--- config.mk ---
export PLATFORM = sky130hd
export DESIGN_NAME = midi_rx_port
export DESIGN_NICKNAME = d
export VERILOG_FILES = /design/src/rtl/midi_rx_port.sv
export SDC_FILE = /design/constraint.sdc
export NUM_CORES = 1
export LEC_CHECK = 0
export BUFFER_PORTS_ARGS = -buffer_cell sky130_fd_sc_hd__buf_2
export CAP_MARGIN = 15
export CORE_MARGIN = 4
export CORE_UTILIZATION = 55
export CTS_BUF_LIST = sky130_fd_sc_hd__clkbuf_4
export DETAILED_ROUTE_END_ITERATION = 12
export PLACE_DENSITY_LB_ADDON = 0.25
export SETUP_SLACK_MARGIN = 0.4
export SYNTH_ARGS = -nofsm -noshare
export SYNTH_HDL_FRONTEND = slang
export SYNTH_SLANG_ARGS = --single-unit
--- constraint.sdc ---
create_clock -name clk -period 3.6 [get_ports clk]
set_input_delay 0.36 -clock clk [delete_from_list [all_inputs] [get_ports clk]]
set_output_delay 0.36 -clock clk [all_outputs]
set_load 0.02 [all_outputs]
--- src/rtl/midi_rx_port.sv ---
module midi_rx_port #(
  parameter int DEPTH = 8,
  parameter logic [3:0] WIN_PAGE = 4'hE
) (
  input  logic        clk,
  input  logic        rst_n,
  input  logic        rx_valid,
  input  logic [7:0]  rx_byte,
  input  logic        poll,
  input  logic        bus_rd,
  input  logic        bus_wr,
  input  logic        bus_long,
  input  logic [5:0]  bus_addr,
  input  logic [31:0] bus_wdata,
  output logic [31:0] bus_rdata,
  output logic        tx_valid,
  output logic [7:0]  tx_byte,
  output logic        uart_irq
);
  localparam int PTR_W = $clog2(DEPTH);
  localparam logic [5:0] A_DATA = 6'h08, A_CTRL = 6'h09, A_RES = 6'h0A, A_PAGE = 6'h0C;
  localparam logic [7:0] CTRL_MASK = 8'hE3;

  logic [31:0]      fifo [DEPTH];
  logic [PTR_W-1:0] rp, wp;
  logic [7:0]       hold, ctrl;
  logic [3:0]       page;
  logic             rxrdy, txrdy, ovf, res;

  wire byte_wr  = bus_wr && !bus_long;
  wire byte_rd  = bus_rd && !bus_long;
  wire data_wr  = byte_wr && bus_addr == A_DATA;
  wire data_rd  = byte_rd && bus_addr == A_DATA;
  wire ctrl_wr  = byte_wr && bus_addr == A_CTRL;
  wire soft_rst = ctrl_wr && bus_wdata[1:0] == 2'b11;
  wire win_hit  = bus_long && page[3:1] == WIN_PAGE[3:1] && bus_addr[5:4] == 2'b11;
  wire [PTR_W-1:0] win_idx = PTR_W'({page[0], bus_addr[3:2]});

  wire fifo_empty = rp == wp;
  wire full       = PTR_W'(wp + 1'b1) == rp;
  wire push_ok    = rx_valid && !full;
  wire pop        = poll && !fifo_empty;

  wire rx_int = ctrl[7] && rxrdy;
  wire tx_int = ctrl[6:5] == 2'b01 && txrdy;
  assign uart_irq = rx_int || tx_int;

  always_ff @(posedge clk or negedge rst_n) begin
    if (!rst_n) begin
      for (int i = 0; i < DEPTH; i++) fifo[i] <= '0;
    end else if (soft_rst) begin
      for (int i = 0; i < DEPTH; i++) fifo[i] <= '0;
    end else begin
      if (push_ok) fifo[wp] <= {23'b0, 1'b1, rx_byte};
      if (win_hit && bus_wr) fifo[win_idx] <= bus_wdata;
    end
  end

  always_ff @(posedge clk or negedge rst_n) begin
    if (!rst_n) begin
      rp <= '0;
      wp <= '0;
    end else if (soft_rst) begin
      rp <= '0;
      wp <= '0;
    end else begin
      if (push_ok) wp <= PTR_W'(wp + 1'b1);
      if (pop)     rp <= PTR_W'(rp + 1'b1);
    end
  end

  always_ff @(posedge clk or negedge rst_n) begin
    if (!rst_n) begin
      hold  <= '0;
      rxrdy <= 1'b0;
      txrdy <= 1'b0;
      ovf   <= 1'b0;
    end else begin
      if (pop) hold <= fifo[rp][7:0];
      if (soft_rst)     rxrdy <= 1'b0;
      else if (poll)    rxrdy <= pop;
      else if (data_rd) rxrdy <= 1'b0;
      if (ctrl_wr || data_wr) txrdy <= 1'b1;
      if (soft_rst)               ovf <= 1'b0;
      else if (rx_valid && full)  ovf <= 1'b1;
    end
  end

  always_ff @(posedge clk or negedge rst_n) begin
    if (!rst_n) begin
      ctrl     <= '0;
      page     <= '0;
      res      <= 1'b0;
      tx_valid <= 1'b0;
      tx_byte  <= '0;
    end else begin
      if (ctrl_wr) ctrl <= bus_wdata[7:0] & CTRL_MASK;
      if (byte_wr && bus_addr == A_PAGE) page <= bus_wdata[3:0];
      if (byte_wr && bus_addr == A_RES)  res  <= bus_wdata[0];
      tx_valid <= data_wr;
      if (data_wr) tx_byte <= bus_wdata[7:0];
    end
  end

  always_comb begin
    bus_rdata = '0;
    if (bus_long) begin
      if (win_hit) bus_rdata = fifo[win_idx];
    end else begin
      case (bus_addr)
        A_DATA:  bus_rdata = {24'b0, hold};
        A_CTRL:  bus_rdata = {24'b0, rx_int, 3'b0, ovf, tx_int, txrdy, rxrdy};
        A_RES:   bus_rdata = {31'b0, res};
        A_PAGE:  bus_rdata = {28'b0, page};
        default: bus_rdata = '0;
      endcase
    end
  end

  AST_PUSH_ADVANCE: assert property (@(posedge clk) disable iff (!rst_n)
    (rx_valid && !full && !soft_rst) |=> wp == PTR_W'($past(wp) + 1'b1));
  AST_DROP_FULL: assert property (@(posedge clk) disable iff (!rst_n)
    (rx_valid && full && !soft_rst) |=> (wp == $past(wp) && ovf));
  AST_OVF_STICKY: assert property (@(posedge clk) disable iff (!rst_n)
    (ovf && !soft_rst) |=> ovf);
  AST_POLL_EMPTY: assert property (@(posedge clk) disable iff (!rst_n)
    (poll && fifo_empty) |=> !rxrdy);
  AST_READ_CLEARS: assert property (@(posedge clk) disable iff (!rst_n)
    (data_rd && !poll) |=> !rxrdy);
  AST_SOFT_RESET: assert property (@(posedge clk) disable iff (!rst_n)
    soft_rst |=> (rp == '0 && wp == '0 && !rxrdy && txrdy && !ovf));
  AST_TX_STROBE: assert property (@(posedge clk) disable iff (!rst_n)
    data_wr |=> (tx_valid && txrdy && tx_byte == $past(bus_wdata[7:0])));
endmodule

==> results.rst <==
.. list-table::
   :header-rows: 1

   * - Metric
     - Value
   * - Status
     - complete, no violations
   * - Max-slew violation total from the final report
     - 0
   * - Floorplan row count
     - 61
   * - Final worst-path setup slack
     - 0.4742 ns
   * - Floorplan core area
     - 0.02778 mm²
   * - Class of the worst hold path
     - input port to flip-flop
   * - Most frequent standard cell in the layout excluding fill and tap cells
     - dfrtp_1
   * - Sequential share of the synthesized area
     - 46.75%
   * - CTS tree
     - done
   * - Fraction of final layout cells with drive strength greater than 1
     - 20.63%
   * - Nature of the critical path startpoint
     - flip-flop
   * - Number of cells produced by synthesis
     - 1684
   * - Highest-count cells in the layout ignoring fill and taps
     - dfrtp_1, a21oi_1, nand2_1, nand3_1, clkbuf_4
   * - Period utilization
     - 86.83%
   * - Clk slew on worst S/H paths
     - 0.06 ns
   * - Max Clock Freq
     - 319.9 MHz
   * - Filler instances
     - 2402
   * - Residual DRC
     - 0
   * - Highest fanout seen on the critical path
     - 27
   * - Yosys top cell by area
     - dfrtp_1
   * - Worst supply voltage drop on vdd
     - 0.0003390 V
   * - Quantity of I/O buffers inserted on ports
     - 94
   * - Unrepaired setup endpoints after global routing
     - true
   * - Post-synthesis average cell area
     - 9.218 µm²
   * - Estimated wirelength of the detail-placed design
     - 31.85 mm
   * - Number of unique standard cell types used by synthesis
     - 67
   * - Final setup skew
     - 0.05762 ns
   * - Summed negative setup slack over all endpoints
     - 0 ns
   * - Count of cells along the worst hold path
     - 3
   * - WP data arrival
     - 2.77 ns
   * - Average wire length per cell after detail routing
     - 23.65 µm
   * - Initial DRT Pass Iterations
     - 5
   * - Number of global-route vias before repair
     - 14070
   * - Cell count of the worst reg-to-reg path
     - 6
   * - Reported leakage power
     - 8.197 nW
   * - Routed Wire Length
     - 52.09 mm
   * - First-pass GRT wire length
     - 81.03 mm
   * - Synthesized Nets
     - 1739
   * - Final-report hold violation count
     - 0
   * - Worst slew margin
     - 41.04%
   * - Final weighted congestion in routability-driven placement
     - 0.9066
   * - Capturing element type of the critical path
     - primary output
   * - Area of the die
     - 0.03097 mm²
   * - Worst Setup Path Type
     - flip-flop to primary output
   * - Share of flip-flops with an asynchronous set or reset after synthesis
     - 100.0%
   * - Cell at the root of the clock tree
     - clkbuf_4
   * - WP data required
     - 3.24 ns
   * - Worst-Margin Slew
     - 0.8830 ns
   * - Setup violators final
     - 0
   * - Clock latency at the later pin of the worst-skew pair
     - 0.71 ns
   * - Pin count of the biggest net entering global routing
     - 89
   * - Synth area leaders
     - dfrtp_1, a21oi_1, mux2i_1
   * - Placed Instance Area
     - 0.01641 mm²
   * - Die Y-Extent
     - 176.0 µm
   * - Final critical-path required period
     - 3.126 ns
   * - # IOs
     - 95
   * - Maximum buffer depth of the clock tree
     - 3
   * - Area added between synthesis and finish
     - 14.62%
   * - Sinks on the clock net
     - 290
   * - Placed instance count
     - 2029
   * - Layout net count
     - 1821
   * - Leading register cell type out of synthesis
     - dfrtp_1
   * - Fin area
     - 0.01779 mm²
   * - FF+latch count, synth
     - 290
   * - Number of flops mapped to enable cells by yosys
     - 0
   * - Antenna viol nets, final
     - 0
   * - Number of synthesis warnings
     - 0
   * - H-Tree Depth
     - 3
   * - Non-filler instance count after layout
     - 2202
   * - Post-detailed-route via-to-cell ratio
     - 6.515
   * - Power per Cell Area
     - 578.8 mW/mm²
   * - Via total after detailed routing
     - 14350
   * - Overall overflow remaining after global route
     - 0
   * - Place WS
     - 0.6586 ns
   * - Effective utilization at floorplan
     - 55.87%
   * - Synthesized area
     - 0.01552 mm²
   * - Overall routing resource usage
     - 33.50%
   * - Area share of the largest cell type after synthesis
     - 46.75%
   * - Width of the die
     - 176.0 µm
   * - Max Cap Violations
     - 0
   * - Number of antenna violations at the first check in global routing
     - 1
   * - Number of clock buffers inserted by TritonCTS
     - 81
   * - End-of-flow core utilization
     - 64.04%
   * - Number of violations reported at the end of detailed-routing iteration 0
     - 1848
==> worst max-delay path, stage by stage (launching register included) <==
cell	delay [ns]
dfrtp_4	0.56
buf_4	0.22
nand3b_1	0.16
buf_12	0.24
nor2_1	0.07
nor4_1	0.32
a21boi_1	0.27
buf_2	0.21
==> where the power goes <==
| part | switching [W] | total, W | internal, W |
|---|---|---|---|
| Combinational | 0.00172 | 0.00300 | 0.00127 |
| Sequential | 0.000431 | 0.00419 | 0.00376 |
| Clock | 0.00140 | 0.00311 | 0.00171 |
| Total | 0.00356 | 0.0103 | 0.00674 |
==> metrics by stage <==
step / hold WS [ns] / total power (W)
floorplan: 0.06441 / 0.006346
global placement: 0.4229 / 0.007059
detailed placement: 0.4199 / 0.007158
CTS: 0.006831 / 0.01030
global route: 0.02022 / 0.01082
finish: 0.05893 / 0.01030
==> final timing paths <==
| kind | startpoint | end | slack [ns] |
|---|---|---|---|
| worst max-delay path | page[0] | bus_rdata[25] | 0.47 |
| worst min-delay path | rx_byte[5] | fifo[69] | 0.06 |
| worst max register to register | wp[1] | fifo[64] | 0.62 |
| worst min register to register | hold[3] | hold[3] | 0.49 |
| max in group asynchronous | rst_n | fifo[128] | 2.29 |
| min in group asynchronous | rst_n | fifo[82] | 0.26 |
==> metal layers <==
metal	up-vias	share of wire, %	track usage, %
met5	-	0	0
met4	0	3.7	13.06
li1	6258	-	-
met2	946	45	50.94
met3	164	11	8.908
met1	6979	40	46.36
==> final cells by class <==
type | instances | area (µm²) | area share, %
Clock buffer | 125 | 938.4 | 5.274
Timing Repair Buffer | 200 | 1562 | 8.776
Multi-Input combinational cell | 1184 | 7407 | 41.63
Antenna cell | 1 | 2.502 | 0.01406
Inverter | 9 | 33.78 | 0.1899
Sequential cell | 290 | 7261 | 40.81
Clock inverter | 15 | 115.1 | 0.6470
Tap cell | 378 | 473.0 | 2.658
==> state kept, by name, summed over array words and instances (netlist names), 3 cells and up <==
signal and flops:
page 4, ctrl 3, fifo 256, tx_byte 8
hold 8, rp 3, wp 3
==> cell families after synthesis <==
kind of cell | share of synthesized area [%]
AOI/OAI and AO/OA | 19.32
and+or+nand+nor | 15.90
xor gates and xnor gates | 0.5481
buffers and inverters | 6.174
muxes | 11.14
DFF | 46.75
adders and majority gates | 0.1612
==> cell usage after synthesis (all sizes together) (4+ instances only) <==
cell     count
dfrtp      290
a21oi      272
nand2      226
nand3      184
clkbuf     109
mux2i      103
o21ai      102
buf         92
o22ai       67
nor2        35
mux2        30
nor4        23
mux4        16
a21boi      14
or4         10
inv          9
o2111a       9
o311ai       9
nor3         6
a2bb2oi      5
and2         5
o221ai       5
nand2b       4
nor3b        4
or2          4
xor2         4
==> repair_timing <==
action,CTS,global route
hold buffers,29,0
gates resized for setup,5,4
gates cloned,0,0
endpoints found under the hold margin,273,0
endpoints found under the setup margin,20,10
buffers inserted,2,1
No activity file was read; power rests on OpenSTA's default activity.
